### config.mk
export PLATFORM = sky130hd
export DESIGN_NAME = strobed_pio
export DESIGN_NICKNAME = d
export VERILOG_FILES = /design/src/rtl/spio_pkg.sv /design/src/rtl/spio_cfg.sv /design/src/rtl/spio_hs.sv /design/src/rtl/strobed_pio.sv
export SDC_FILE = /design/constraint.sdc
export NUM_CORES = 1
export LEC_CHECK = 0
export BUFFER_PORTS_ARGS = -buffer_cell sky130_fd_sc_hd__buf_2
export CAP_MARGIN = 25
export CELL_PAD_IN_SITES_DETAIL_PLACEMENT = 1
export CELL_PAD_IN_SITES_GLOBAL_PLACEMENT = 1
export CORE_UTILIZATION = 39
export CTS_BUF_LIST = sky130_fd_sc_hd__clkbuf_8 sky130_fd_sc_hd__clkbuf_16
export DETAILED_ROUTE_END_ITERATION = 10
export HOLD_SLACK_MARGIN = 0.05
export PLACE_DENSITY_LB_ADDON = 0.1
export SLEW_MARGIN = 10
export SYNTH_ARGS = -nofsm -noshare
export SYNTH_HDL_FRONTEND = slang
export SYNTH_HIERARCHICAL = 1
export SYNTH_SLANG_ARGS = --single-unit
### constraint.sdc
create_clock -name clk_i -period 2.3 [get_ports clk_i]
set_clock_uncertainty 0.15 [all_clocks]
set_input_delay 0.115 -clock clk_i [delete_from_list [all_inputs] [get_ports clk_i]]
set_output_delay 0.115 -clock clk_i [all_outputs]
set_load 0.01 [all_outputs]
### src/rtl/spio_pkg.sv
package spio_pkg;

  typedef enum logic [1:0] {
    SEL_A   = 2'b00,
    SEL_B   = 2'b01,
    SEL_C   = 2'b10,
    SEL_CTL = 2'b11
  } spio_sel_e;

  // Field order matches control word bits 6:0
  typedef struct packed {
    logic [1:0] a_mode;
    logic       a_in;
    logic       cu_in;
    logic       b_mode;
    logic       b_in;
    logic       cl_in;
  } spio_cfg_t;

  localparam spio_cfg_t CFG_RST = '{a_mode: 2'b00, a_in: 1'b1, cu_in: 1'b1,
                                    b_mode: 1'b0, b_in: 1'b1, cl_in: 1'b1};

  // Port C roles in strobed modes
  localparam int PC_IRQ_B  = 0;
  localparam int PC_FULL_B = 1;
  localparam int PC_STB_B  = 2;
  localparam int PC_IRQ_A  = 3;
  localparam int PC_STB_A  = 4;
  localparam int PC_FULL_A = 5;
  localparam int PC_ACK_A  = 6;
  localparam int PC_OFN_A  = 7;

endpackage

### src/rtl/spio_cfg.sv
module spio_cfg
  import spio_pkg::*;
#(
  parameter int DW = 8
) (
  input  logic          clk_i,
  input  logic          rst_ni,
  input  logic          wr_ctl_i,
  input  logic          wr_pc_i,
  input  logic [DW-1:0] wdata_i,
  output spio_cfg_t     cfg_o,
  output logic [DW-1:0] pc_q_o,
  output logic          mode_wr_o
);
  localparam int BW = $clog2(DW);

  logic bit_wr;

  assign mode_wr_o = wr_ctl_i & wdata_i[DW-1];
  assign bit_wr    = wr_ctl_i & ~wdata_i[DW-1];

  always_ff @(posedge clk_i or negedge rst_ni) begin
    if (!rst_ni) begin
      cfg_o  <= CFG_RST;
      pc_q_o <= '0;
    end else if (mode_wr_o) begin
      cfg_o  <= spio_cfg_t'(wdata_i[6:0]);
      pc_q_o <= '0;
    end else if (bit_wr) begin
      pc_q_o[wdata_i[BW:1]] <= wdata_i[0];
    end else if (wr_pc_i) begin
      pc_q_o <= wdata_i;
    end
  end

endmodule

### src/rtl/spio_hs.sv
module spio_hs #(
  parameter int DW = 8
) (
  input  logic          clk_i,
  input  logic          rst_ni,
  input  logic          clr_i,
  input  logic          in_en_i,
  input  logic          out_en_i,
  input  logic          stb_ni,
  input  logic          ack_ni,
  input  logic [DW-1:0] din_i,
  input  logic          rd_i,
  input  logic          wr_i,
  input  logic [DW-1:0] wdata_i,
  output logic [DW-1:0] in_q_o,
  output logic [DW-1:0] out_q_o,
  output logic          in_full_o,
  output logic          out_full_no,
  output logic          in_pend_o,
  output logic          out_pend_o
);
  logic stb_q, ack_q;
  logic stb_fall, stb_rise, ack_rise;

  assign stb_fall = in_en_i & stb_q & ~stb_ni;
  assign stb_rise = in_en_i & ~stb_q & stb_ni;
  assign ack_rise = out_en_i & ~ack_q & ack_ni;

  always_ff @(posedge clk_i or negedge rst_ni) begin
    if (!rst_ni) begin
      stb_q <= 1'b1;
      ack_q <= 1'b1;
    end else begin
      stb_q <= stb_ni;
      ack_q <= ack_ni;
    end
  end

  // input side: capture on strobe fall, set beats read-clear
  always_ff @(posedge clk_i or negedge rst_ni) begin
    if (!rst_ni) begin
      in_q_o    <= '0;
      in_full_o <= 1'b0;
      in_pend_o <= 1'b0;
    end else if (clr_i) begin
      in_q_o    <= '0;
      in_full_o <= 1'b0;
      in_pend_o <= 1'b0;
    end else begin
      if (stb_fall) begin
        in_q_o    <= din_i;
        in_full_o <= 1'b1;
      end else if (rd_i) begin
        in_full_o <= 1'b0;
      end
      if (stb_rise && in_full_o) in_pend_o <= 1'b1;
      else if (rd_i)             in_pend_o <= 1'b0;
    end
  end

  // output side: write fills, ack low empties, ack rise flags done
  always_ff @(posedge clk_i or negedge rst_ni) begin
    if (!rst_ni) begin
      out_q_o     <= '0;
      out_full_no <= 1'b1;
      out_pend_o  <= 1'b0;
    end else if (clr_i) begin
      out_q_o     <= '0;
      out_full_no <= 1'b1;
      out_pend_o  <= 1'b0;
    end else begin
      if (wr_i) out_q_o <= wdata_i;
      if (wr_i && out_en_i)          out_full_no <= 1'b0;
      else if (out_en_i && !ack_ni)  out_full_no <= 1'b1;
      if (wr_i)                          out_pend_o <= 1'b0;
      else if (ack_rise && out_full_no)  out_pend_o <= 1'b1;
    end
  end

endmodule

### src/rtl/strobed_pio.sv
module strobed_pio
  import spio_pkg::*;
#(
  parameter int DW = 8
) (
  input  logic          clk_i,
  input  logic          rst_ni,
  input  logic          cs_i,
  input  logic          rd_i,
  input  logic          wr_i,
  input  logic [1:0]    addr_i,
  input  logic [DW-1:0] wdata_i,
  output logic [DW-1:0] rdata_o,
  input  logic [DW-1:0] pa_i,
  output logic [DW-1:0] pa_o,
  output logic [DW-1:0] pa_oe_o,
  input  logic [DW-1:0] pb_i,
  output logic [DW-1:0] pb_o,
  output logic [DW-1:0] pb_oe_o,
  input  logic [DW-1:0] pc_i,
  output logic [DW-1:0] pc_o,
  output logic [DW-1:0] pc_oe_o
);
  localparam int HW = DW / 2;

  spio_sel_e      sel;
  spio_cfg_t      cfg;
  logic [DW-1:0]  pc_q;
  logic           mode_wr;
  logic           wr_a, wr_b, wr_c, wr_ctl, rd_a, rd_b;
  logic           a_m1, a_m2, b_m1;
  logic           a_hs_in, a_hs_out, b_hs_in, b_hs_out;
  logic [DW-1:0]  a_in_q, a_out_q, b_in_q, b_out_q;
  logic           a_full, a_ofn, a_ipend, a_opend;
  logic           b_full, b_ofn, b_ipend, b_opend;
  logic           irq_a, irq_b;
  logic [DW-1:0]  hs_out_m, hs_in_m, hs_val, gen_oe, pc_rd, pa_rd, pb_rd;

  assign sel    = spio_sel_e'(addr_i);
  assign wr_a   = cs_i & wr_i & (sel == SEL_A);
  assign wr_b   = cs_i & wr_i & (sel == SEL_B);
  assign wr_c   = cs_i & wr_i & (sel == SEL_C);
  assign wr_ctl = cs_i & wr_i & (sel == SEL_CTL);
  assign rd_a   = cs_i & rd_i & (sel == SEL_A);
  assign rd_b   = cs_i & rd_i & (sel == SEL_B);

  spio_cfg #(.DW(DW)) u_cfg (
    .clk_i    (clk_i),
    .rst_ni   (rst_ni),
    .wr_ctl_i (wr_ctl),
    .wr_pc_i  (wr_c),
    .wdata_i  (wdata_i),
    .cfg_o    (cfg),
    .pc_q_o   (pc_q),
    .mode_wr_o(mode_wr)
  );

  assign a_m2     = cfg.a_mode[1];
  assign a_m1     = (cfg.a_mode == 2'b01);
  assign b_m1     = cfg.b_mode;
  assign a_hs_in  = a_m2 | (a_m1 & cfg.a_in);
  assign a_hs_out = a_m2 | (a_m1 & ~cfg.a_in);
  assign b_hs_in  = b_m1 & cfg.b_in;
  assign b_hs_out = b_m1 & ~cfg.b_in;

  spio_hs #(.DW(DW)) u_hs_a (
    .clk_i      (clk_i),
    .rst_ni     (rst_ni),
    .clr_i      (mode_wr),
    .in_en_i    (a_hs_in),
    .out_en_i   (a_hs_out),
    .stb_ni     (pc_i[PC_STB_A]),
    .ack_ni     (pc_i[PC_ACK_A]),
    .din_i      (pa_i),
    .rd_i       (rd_a),
    .wr_i       (wr_a),
    .wdata_i    (wdata_i),
    .in_q_o     (a_in_q),
    .out_q_o    (a_out_q),
    .in_full_o  (a_full),
    .out_full_no(a_ofn),
    .in_pend_o  (a_ipend),
    .out_pend_o (a_opend)
  );

  // B uses one pin as strobe or ack depending on direction
  spio_hs #(.DW(DW)) u_hs_b (
    .clk_i      (clk_i),
    .rst_ni     (rst_ni),
    .clr_i      (mode_wr),
    .in_en_i    (b_hs_in),
    .out_en_i   (b_hs_out),
    .stb_ni     (pc_i[PC_STB_B]),
    .ack_ni     (pc_i[PC_STB_B]),
    .din_i      (pb_i),
    .rd_i       (rd_b),
    .wr_i       (wr_b),
    .wdata_i    (wdata_i),
    .in_q_o     (b_in_q),
    .out_q_o    (b_out_q),
    .in_full_o  (b_full),
    .out_full_no(b_ofn),
    .in_pend_o  (b_ipend),
    .out_pend_o (b_opend)
  );

  // enables live in the port C latch at strobe/ack positions
  assign irq_a = (a_hs_in  & a_ipend & pc_q[PC_STB_A]) |
                 (a_hs_out & a_opend & pc_q[PC_ACK_A]);
  assign irq_b = b_m1 & (b_hs_in ? b_ipend : b_opend) & pc_q[PC_STB_B];

  always_comb begin
    hs_out_m = '0;
    hs_in_m  = '0;
    hs_val   = '0;
    if (a_hs_in) begin
      hs_out_m[PC_IRQ_A]  = 1'b1;
      hs_out_m[PC_FULL_A] = 1'b1;
      hs_in_m[PC_STB_A]   = 1'b1;
      hs_val[PC_FULL_A]   = a_full;
    end
    if (a_hs_out) begin
      hs_out_m[PC_IRQ_A] = 1'b1;
      hs_out_m[PC_OFN_A] = 1'b1;
      hs_in_m[PC_ACK_A]  = 1'b1;
      hs_val[PC_OFN_A]   = a_ofn;
    end
    hs_val[PC_IRQ_A] = irq_a;
    if (b_m1) begin
      hs_out_m[PC_IRQ_B]  = 1'b1;
      hs_out_m[PC_FULL_B] = 1'b1;
      hs_in_m[PC_STB_B]   = 1'b1;
      hs_val[PC_IRQ_B]    = irq_b;
      hs_val[PC_FULL_B]   = cfg.b_in ? b_full : b_ofn;
    end
  end

  assign gen_oe  = {{(DW-HW){~cfg.cu_in}}, {HW{~cfg.cl_in}}};
  assign pc_oe_o = (gen_oe | hs_out_m) & ~hs_in_m;
  assign pc_o    = (pc_q & ~hs_out_m) | (hs_val & hs_out_m);

  generate
    for (genvar i = 0; i < DW; i++) begin : g_pc_rd
      assign pc_rd[i] = hs_out_m[i] ? hs_val[i] :
                        hs_in_m[i]  ? pc_q[i]   :
                        gen_oe[i]   ? pc_q[i]   : pc_i[i];
    end
  endgenerate

  assign pa_o    = a_out_q;
  assign pa_oe_o = a_m2 ? {DW{~pc_i[PC_ACK_A]}} : {DW{~cfg.a_in}};
  assign pa_rd   = a_hs_in ? a_in_q : (cfg.a_in ? pa_i : a_out_q);

  assign pb_o    = b_out_q;
  assign pb_oe_o = {DW{~cfg.b_in}};
  assign pb_rd   = b_hs_in ? b_in_q : (cfg.b_in ? pb_i : b_out_q);

  always_comb begin
    unique case (sel)
      SEL_A:   rdata_o = pa_rd;
      SEL_B:   rdata_o = pb_rd;
      SEL_C:   rdata_o = pc_rd;
      default: rdata_o = '0;
    endcase
  end

endmodule

Yosys cells after proc, flatten, opt, wreduce, memory -nomap -nowiden
Index checks and enable logic that the tools add are counted.
{ "totals": {"reg_bits": 58, "input_bits": 39, "out_inout_bits": 56, "wordCells": 174} }
{ "op_classes": {"magnitude_cmp": 2, "n_eq_ne": 4, "mux": 68, "bitwise": 53, "reduce_logical": 25} }
{ "ops": {"columns": ["cell", "n"], "rows": [
  ["$mux 8", 16],
  ["$mux 1", 47],
  ["$and 1x1->1", 32],
  ["$reduce_bool 3->1", 9],
  ["$and 8x8->8", 3],
  ["$pmux 8 s3", 1],
  ["$or 8x8->8", 2],
  ["$not 1->1", 11],
  ["$logic_and 1x1->1", 9],
  ["$bwmux 8", 1],
  ["$not 7->8", 1],
  ["$not 8->8", 1],
  ["$reduce_bool 2->1", 4],
  ["$eq 2x1->1 const B", 2],
  ["$eq 2x2->1 const B", 2],
  ["$lt 3x4->1 const B", 1],
  ["$mux 2", 2],
  ["$demux 1 s3", 1],
  ["$ge 3x1->1 const B", 1],
  ["$or 1x1->1", 3],
  ["$logic_not 1->1", 2],
  ["$logic_not 2->1", 1]
]} }

Longest topological paths before layout
Gate-level depths: netlist of run 1.
{ "logic_depth": {"ltp_word": 9, "mapped_depth": 7, "depth_no_buf": 6} }

Modules after synthesis
Netlist of run 1, hierarchy kept.
{ "by_module_without_submodules": {"columns": ["mod", "n_inst", "cells_per_inst", "area_each_um2", "seq_area_each_um2"], "rows": [
  ["spio_hs", 2, 80, 873.3, 554.3],
  ["strobed_pio", 1, 155, 1031.0, 0.0],
  ["spio_cfg", 1, 73, 754.5, 380.4]
]} }

Least setup slack after synthesis of run 1
Ideal clock, no wire load.
{ "synth_path": {"path_kind": "reg-to-reg", "startpoint": "register u_cfg/cfg_o[1] in the netlist's numbering", "endpoint": "register u_hs_b.in_q_o[3]", "setup_time_ps": 136, "arrival_time_ps": 1495, "required_ps": 2014, "path_slack_ps": 518, "stages_incl_launch_ff": 7, "path_buffers": 2, "synth_period_minus_slack_ps": 1782, "path_cell_list": "dfstp_2 -> buf_2 -> buf_1 -> and2_1 -> nand3b_1 -> nand2_1 -> a21oi_1"} }
{ "synth_between": {"elab_chain_cells": 4} }
{ "synth_lines": {"columns": ["item", "line_no", "rtl"], "rows": [
  ["start: declaration", "spio_cfg.sv:11", "output spio_cfg_t cfg_o,"],
  ["start signal: assignment", "spio_cfg.sv:27", "cfg_o <= spio_cfg_t'(wdata_i[6:0]);"],
  ["$and 1x1->1", "strobed_pio.sv:63", "assign b_hs_in = b_m1 & cfg.b_in;"],
  ["net b_hs_in", "strobed_pio.sv:32", "logic a_hs_in, a_hs_out, b_hs_in, b_hs_out;"],
  ["$and 1x1->1 (2 in a row)", "spio_hs.sv:25", "assign stb_fall = in_en_i & stb_q & ~stb_ni;"],
  ["$reduce_bool 2->1 (no line)", null, null],
  ["end signal: assignment", "spio_hs.sv:51", "in_q_o <= din_i;"],
  ["end: declaration", "spio_hs.sv:15", "output logic [DW-1:0] in_q_o,"]
]} }
The timed path passes the listed nets, and every way through them passes these cells.
A chain may end at the register's enable or synchronous reset.

Final worst setup path of run 1
{ "layout_path": {"startpoint": "register u_cfg/cfg_o[4] in the netlist's numbering", "endpoint": "output port rdata_o[6]"} }
{ "layout_between": {"elab_chain_cells": 6, "word_cells_on_any_way": 10, "cone_classes": "mux (5); bitwise (5)"} }
{ "layout_lines": {"columns": ["item", "line_no", "rtl"], "rows": [
  ["$not 1->1", "strobed_pio.sv:62", "assign a_hs_out = a_m2 | (a_m1 & ~cfg.a_in);"],
  ["$and 1x1->1", "strobed_pio.sv:62", null],
  ["$or 1x1->1", "strobed_pio.sv:62", null],
  ["$mux 1", "strobed_pio.sv:122", "if (a_hs_out) begin"],
  ["$mux 1", "strobed_pio.sv:145", "hs_in_m[i] ? pc_q[i] :"],
  ["$pmux 8 s3 (*)", "strobed_pio.sv:159", "unique case (sel)"],
  ["end: declaration", "strobed_pio.sv:13", "output logic [DW-1:0] rdata_o,"]
]} }
Every way passes the cells marked *; elsewhere a longest branch is shown, timed or not.

==> results by group, run 1 <==
Cells and area
  • Number of antenna repair diodes: 0
  • Final std cells w/o fill: 617
  • Area growth from synthesis to final layout: 28.6%
  • Register area: 1490 µm²
  • Layout Nets: 543
  • Finished Core Util: 51.8%
  • Ratio of cells with drive above 1 in the final layout: 29.9%
  • Final cell area excluding filler cells: 4540 µm²
  • Final-layout fill cell count: 1065
  • Multi-input gate area in the final layout: 1750 µm²

Critical path
  • Critical R2R Launch: u_cfg/cfg_o[4]$_DFFE_PN1P_
  • Max Fanout on Critical Path: 9
  • Highest-delay cell along the critical path: sky130_fd_sc_hd__dfstp_2
  • Element type at the critical path start: flop
  • WP data arrival: 1.94 ns
  • Capturing point of the worst reg2reg path: u_hs_a/in_q_o[4]$_DFFE_PN0P_
  • R2r setup slk: 0.42 ns
  • List of cells traversed by the critical path: nand2b_4, nand2_1, mux2i_1, o221ai_1, buf_2
  • Kind of end point of the critical path: output pin
  • Worst setup path start: u_cfg/cfg_o[4]$_DFFE_PN1P_
  • Endpoint required time on the critical path: 2.04 ns
  • Critical path's largest stage delay: 0.68 ns
  • Number of cells on the worst reg-to-reg path: 5
  • Crit path kind: flop to output pin

Clocking
  • Cell chosen for the clock root: sky130_fd_sc_hd__clkbuf_8
  • CTS tree: built
  • # clock sinks: 59
  • Cts bufs inserted: 9
  • Clock transition at the registers of the reported paths: 0.07 ns
  • Worst-skew pair later-pin latency: 0.33 ns
  • Max Buffers Root-to-Sink: 2
  • CTS H-tree lvls: 3

Pwr
  • Power density over cell area: 875 nW/µm²
  • Clock Power Share: 23.9%
  • Switching component of the power: 1.45 mW
  • Leakage power of the design: 2.12 nW
  • Sequential share of power: 40.7%
  • Internal power summed over all cells: 2.52 mW
  • Combinational group share of total power: 35.4%
  • Proportion of total power due to net switching: 36.5%
  • Maximum vdd drop: 0.340 mV
  • Overall Power: 3.98 mW

Placed design
  • Setup slack after placement: 0.362 ns
  • Weighted congestion at the end of routability-driven global placement: 0.778
  • DP Wirelength: 8320 µm
  • Post-Place Cells: 567
  • Placement Cell Area: 4020 µm²
  • Count of buffers inserted at the top-level ports: 94

Drt
  • Number of iterations in the first detailed-routing pass: 4
  • Drt via density: 5.32
  • Final wirelength: 11500 µm
  • Number of design-rule violations left by the first detailed-router iteration: 121
  • Count of nets left with antenna violations after detail routing: 0
  • Remaining design rule violation count: 0
  • Mean routed wirelength per cell: 18.7 µm
  • Overall via count from detail_route: 3280

Logic synthesis
  • Synthesized instance count: 388
  • Average footprint of a synthesized cell: 9.10 µm²
  • Ys Warns: 6
  • Most used standard cell by instance count after synthesis: sky130_fd_sc_hd__nand2_1
  • Part of the Yosys area used for sequential elements: 42.2%
  • Top cells by area in the synthesized netlist: sky130_fd_sc_hd__dfrtp_1 35%, sky130_fd_sc_hd__mux2i_1 11%, sky130_fd_sc_hd__dfstp_2 7.4%
  • Share of Yosys cell area claimed by the top area cell type: 34.7%
  • Number of unique standard cell types used by synthesis: 48
  • Number of synthesized flops with an enable pin: 0
  • Number of storage elements in the synthesis netlist: 59
  • Synthesized net count: 427
  • Top_reg_cell synth: sky130_fd_sc_hd__dfrtp_1
  • Commonest cells in the netlist: 67 x sky130_fd_sc_hd__nand2_1, 49 x sky130_fd_sc_hd__dfrtp_1, 40 x sky130_fd_sc_hd__mux2i_1
  • Post-synthesis async set-or-reset flop share: 100%
  • Synthesized cell area: 3530 µm²
  • Cell accounting for the most synthesized area: sky130_fd_sc_hd__dfrtp_1

Timing
  • Final cycle utilization of the critical path: 95.8%
  • Hold slack final: 0.137 ns
  • Setup TNS: 0 ns
  • Rel. slew slack: 63.0%
  • Slew @ Worst Pin: 0.555 ns
  • Count of pins over their slew limit: 0
  • RSZ-0062 raised after global routing: false
  • Highest achievable clock rate: 0.454 GHz
  • Final critical-path required period: 2.20 ns
  • Number of failing hold endpoints at the final stage: 0
  • Endpoints failing setup: 0
  • PnR worst setup slack: 0.0967 ns

Worst hold path
  • End of the worst hold path: u_hs_a/in_pend_o$_DFFE_PN0P_
  • Number of cells on the worst hold path: 5
  • Startpoint of the worst hold path: rd_i
  • Worst min-delay path class: input port to flop

Floorplanning
  • Core Region: 8760 µm²
  • Site row count: 34
  • Width of the die: 97.2 µm
  • Starting utilization of the core area: 40.3%
  • Die Ht: 97.2 µm
  • Total die area: 9440 µm²
  • Top Ports: 95

Flow run
  • Count of maximum capacitance violations: 0

GRT
  • Via count of the first global-routing pass: 3391
  • Global routing usage summed across all routing layers: 25.4%
  • Number of antenna violations at the first check in global routing: 0
  • Total grt overflow: 0
  • Pin count of the biggest net entering global routing: 40
  • First-pass GRT wire length: 18500 µm

Status
  • Status: finished clean
## per-layer routing
metal,part of all wire [%],track usage [%],vias to the layer above,routed length [µm]
met1,46,35.7,1633,5340
met4,0.70,6.31,0,81
met3,4.7,4.17,6,540
met5,0,0,-,0
met2,48,40.8,86,5550
li1,-,-,1555,-
## cell usage in the layout (no fill, tap or decap), types with 14 or more instances in the layout
master	Yosys	routed
sky130_fd_sc_hd__nor2_1	36	36
sky130_fd_sc_hd__buf_2	3	94
sky130_fd_sc_hd__dlygate4sd3_1	0	28
sky130_fd_sc_hd__nand2b_1	14	14
sky130_fd_sc_hd__inv_1	12	15
sky130_fd_sc_hd__buf_4	21	16
sky130_fd_sc_hd__nand2_1	67	67
sky130_fd_sc_hd__mux2i_1	40	40
sky130_fd_sc_hd__a21oi_1	28	28
sky130_fd_sc_hd__dfrtp_1	49	47
## repair_timing
| action | CTS | global route |
|---|---|---|
| gates resized for setup | 1 | 1 |
| cloned | 0 | 0 |
| setup endpoints to repair | 1 | 4 |
| buffers inserted | 0 | 6 |
| hold endpoints to repair | 73 | 0 |
| pin swaps | 1 | 1 |
| hold buffers | 28 | 0 |
## cell families (layout without fill, tap and decap cells)
family,after synthesis,after routing,share of synthesized area (%)
muxes,52,52,15.2
and+or+nand+nor,147,147,19.7
buffers and inverters,49,170,8.25
DFF,59,59,42.2
AOI/OAI and AO/OA,81,81,14.6
## layout make-up
class | count | share of cell area, %
well taps | 108 | 2.98
clock inverters | 5 | 1.02
repair buffers | 140 | 20.1
inverters | 14 | 1.21
clock buffers | 11 | 3.33
multi-input cells | 280 | 38.6
flip-flops and latches | 59 | 32.8
## critical path, delay by kind of cell, from the launching register on
kind / cells / cell delay, ns
buf+inv: 1 / 0.17
mux: 1 / 0.32
flops: 1 / 0.68
compound gates: 1 / 0.18
simple gates: 2 / 0.25
## sequential cells by signal, summed over array words and instances, names as in the netlist, 7 cells and up
name / flops
u_cfg/pc_q_o: 8
u_cfg/cfg_o: 7
u_hs_a/in_q_o: 8
u_hs_a/out_q_o: 8
u_hs_b/out_q_o: 8
u_hs_b/in_q_o: 8
## power groups by stage
stage | sequential (mW) | combinational (mW) | clock, mW
5_1_grt | 1.66 | 1.56 | 1.02
4_1_cts | 1.62 | 1.37 | 0.971
3_3_place_gp | 1.63 | 1.30 | 0
2_1_floorplan | 1.52 | 0.963 | 0
3_5_place_dp | 1.63 | 1.33 | 0
6_report | 1.62 | 1.41 | 0.950
## how the worst max path moves through the flow
stage,slack [ns],depth (start not counted),endpoint
2_1_floorplan,0.52,6,u_hs_b/in_q_o[3]$_DFFE_PN0P_
3_5_place_dp,0.36,4,rdata_o[2]
5_1_grt,0.001,5,rdata_o[6]
4_1_cts,0.02,5,rdata_o[2]
3_3_place_gp,0.38,4,rdata_o[2]
6_report,0.1,5,rdata_o[6]
Power figures use the tool's default switching activity.
==> run 2: changes to the inputs <==
- clock period: 2.3 -> 2.15 ns (I/O delays scaled with it)
==> results by group, run 2 (synthesized netlist as in run 1, its figures left out) <==
Status
  • Status: finished clean

Timing
  • Endpoints failing setup: 0 (unchanged)
  • Final critical-path required period: 2.09 ns
  • Number of failing hold endpoints at the final stage: 0 (unchanged)
  • Hold slack final: 0.120 ns (-0.0162 ns)
  • RSZ-0062 raised after global routing: true
  • PnR worst setup slack: 0.0554 ns (-0.0414 ns)
  • Rel. slew slack: 65.0% (+2.0 points)
  • Count of pins over their slew limit: 0 (unchanged)
  • Highest achievable clock rate: 0.477 GHz
  • Final cycle utilization of the critical path: 97.4%
  • Slew @ Worst Pin: 0.524 ns (-0.0306 ns)

Placed design
  • Weighted congestion at the end of routability-driven global placement: 0.804 (+3.3%)
  • DP Wirelength: 8480 µm (+1.8%)
  • Count of buffers inserted at the top-level ports: 94 (unchanged)
  • Post-Place Cells: 568 (+0.18%)
  • Setup slack after placement: 0.163 ns (-0.199 ns)

Cells and area
  • Final std cells w/o fill: 621 (+0.65%)
  • Ratio of cells with drive above 1 in the final layout: 31.4% (+1.5 points)
  • Most frequent standard cell in the layout excluding fill and tap cells: sky130_fd_sc_hd__buf_2
  • Finished Core Util: 52.5% (+0.70 points)
  • Area growth from synthesis to final layout: 30.3%
  • Layout Nets: 547 (+0.74%)
  • Number of antenna repair diodes: 0 (unchanged)
  • Most frequent cells in the layout: 94 x sky130_fd_sc_hd__buf_2, 67 x sky130_fd_sc_hd__nand2_1, 47 x sky130_fd_sc_hd__dfrtp_1

Floorplanning
  • Site row count: 34 (unchanged)
  • Starting utilization of the core area: 40.3% (unchanged)
  • Total die area: 9440 µm² (unchanged)
  • Core Region: 8760 µm² (unchanged)
  • Die Ht: 97.2 µm (unchanged)
  • Top Ports: 95 (unchanged)
  • Width of the die: 97.2 µm (unchanged)

Drt
  • Mean routed wirelength per cell: 19.2 µm (+2.8%)
  • Drt via density: 5.32 (about the same)
  • Number of iterations in the first detailed-routing pass: 4 (unchanged)
  • Remaining design rule violation count: 0 (unchanged)
  • Final wirelength: 11900 µm (+3.4%)
  • Overall via count from detail_route: 3302 (+0.67%)
  • Count of nets left with antenna violations after detail routing: 0 (unchanged)
  • Number of design-rule violations left by the first detailed-router iteration: 140 (+16%)

Clocking
  • Clock transition at the registers of the reported paths: 0.07 ns (about the same)
  • # clock sinks: 59 (unchanged)
  • Max Buffers Root-to-Sink: 2 (unchanged)
  • Cts bufs inserted: 9 (unchanged)
  • CTS H-tree lvls: 3 (unchanged)
  • Cell chosen for the clock root: sky130_fd_sc_hd__clkbuf_8
  • CTS tree: built
  • Worst-skew pair later-pin latency: 0.35 ns (+0.02 ns)

GRT
  • Pin count of the biggest net entering global routing: 41 (+2.5%)
  • Via count of the first global-routing pass: 3379 (-0.35%)
  • Total grt overflow: 0 (unchanged)
  • Number of antenna violations at the first check in global routing: 0 (unchanged)
  • First-pass GRT wire length: 18700 µm (+1.0%)
  • Global routing usage summed across all routing layers: 25.9% (+0.50 points)

Critical path
  • Element type at the critical path start: flop
  • Max Fanout on Critical Path: 5 (-4)
  • Critical R2R Launch: u_cfg/cfg_o[4]$_DFFE_PN1P_
  • Kind of end point of the critical path: output pin
  • Crit path kind: flop to output pin
  • Capturing point of the worst reg2reg path: u_hs_a/in_q_o[1]$_DFFE_PN0P_
  • Bufs and invs on worst path: 1 (unchanged)
  • Endpoint required time on the critical path: 1.89 ns (-0.15 ns)
  • Highest-delay cell along the critical path: sky130_fd_sc_hd__dfstp_2
  • List of cells traversed by the critical path: nand2b_4, nor2b_4, mux2i_1, o211ai_1, buf_2
  • Number of cells on the worst reg-to-reg path: 5 (unchanged)
  • WP data arrival: 1.84 ns (-0.10 ns)
  • R2r setup slk: 0.35 ns (-0.07 ns)
  • Cell family contributing the most delay on the critical path: flip-flops
  • Critical path's largest stage delay: 0.63 ns (-0.05 ns)

Pwr
  • Leakage power of the design: 2.14 nW (+1.2%)
  • Power density over cell area: 926 nW/µm² (+5.7%)
  • Maximum vdd drop: 0.378 mV (+11%)
  • Overall Power: 4.26 mW (+7.2%)

Worst hold path
  • Worst min-delay path class: input port to async pin

Flow run
  • Count of maximum capacitance violations: 0 (unchanged)
-- run 2: worst max path at each step --
stage                                               to                        from  depth (start not counted)
final                                       rdata_o[7]  u_cfg/cfg_o[4]$_DFFE_PN1P_                          5
after floorplan           u_hs_b/in_q_o[3]$_DFFE_PN0P_  u_cfg/cfg_o[1]$_DFFE_PN1P_                          6
after CTS                                   rdata_o[7]  u_cfg/cfg_o[4]$_DFFE_PN1P_                          5
after global placement    u_hs_a/in_q_o[4]$_DFFE_PN0P_  u_cfg/cfg_o[5]$_DFFE_PN0P_                          5
after global routing                        rdata_o[7]  u_cfg/cfg_o[4]$_DFFE_PN1P_                          5
after detailed placement  u_hs_a/in_q_o[0]$_DFFE_PN0P_  u_cfg/cfg_o[5]$_DFFE_PN0P_                          5
-- run 2: repair_timing --
item	4_1_cts	5_1_grt
setup buffers	6	3
resized for setup	3	5
endpoints found under the setup margin	8	5
pin swaps	1	2
endpoints found under the hold margin	99	0
hold buffers	28	0
gates cloned	0	0
-- run 2: power breakdown --
part	total, mW	internal [mW]	switching [mW]	leakage (nW)
Combinational	1.60	0.747	0.856	1.31
Sequential	1.71	1.41	0.299	0.725
Clock	0.947	0.501	0.446	0.105
Total	4.26	2.66	1.60	2.14
-- run 2: cell type report --
class	instances	area (µm²)
clock buffers	12	165
clock inverters	4	17.5
fillers	1063	4160
inverters	14	55.1
multi-input cells	280	1770
flip-flops and latches	59	1490
well taps	108	135
repair buffers	144	970
-- run 2: stage by stage --
stage	cell area [µm²]	setup TNS, ns
final	4600	0
after global routing	4600	-0.0284
after global placement	4020	0
after floorplan	3530	0
after detailed placement	4020	0
after CTS	4560	0
-- run 2: metal layers --
metal	up-vias	global-route usage, %	wire, µm
met5	-	0	0
met4	0	5.74	127
met3	10	4.96	491
met2	88	40.9	5550
met1	1639	36.8	5740
li1	1565	-	-
-- run 2: worst register-to-register path: cells and delay by family, from the launching register on --
kind	cells	cell delay [ns]
buffers and inverters	1	0.14
and+or+nand+nor	2	0.54
AOI/OAI and AO/OA	2	0.21
DFF	1	0.63
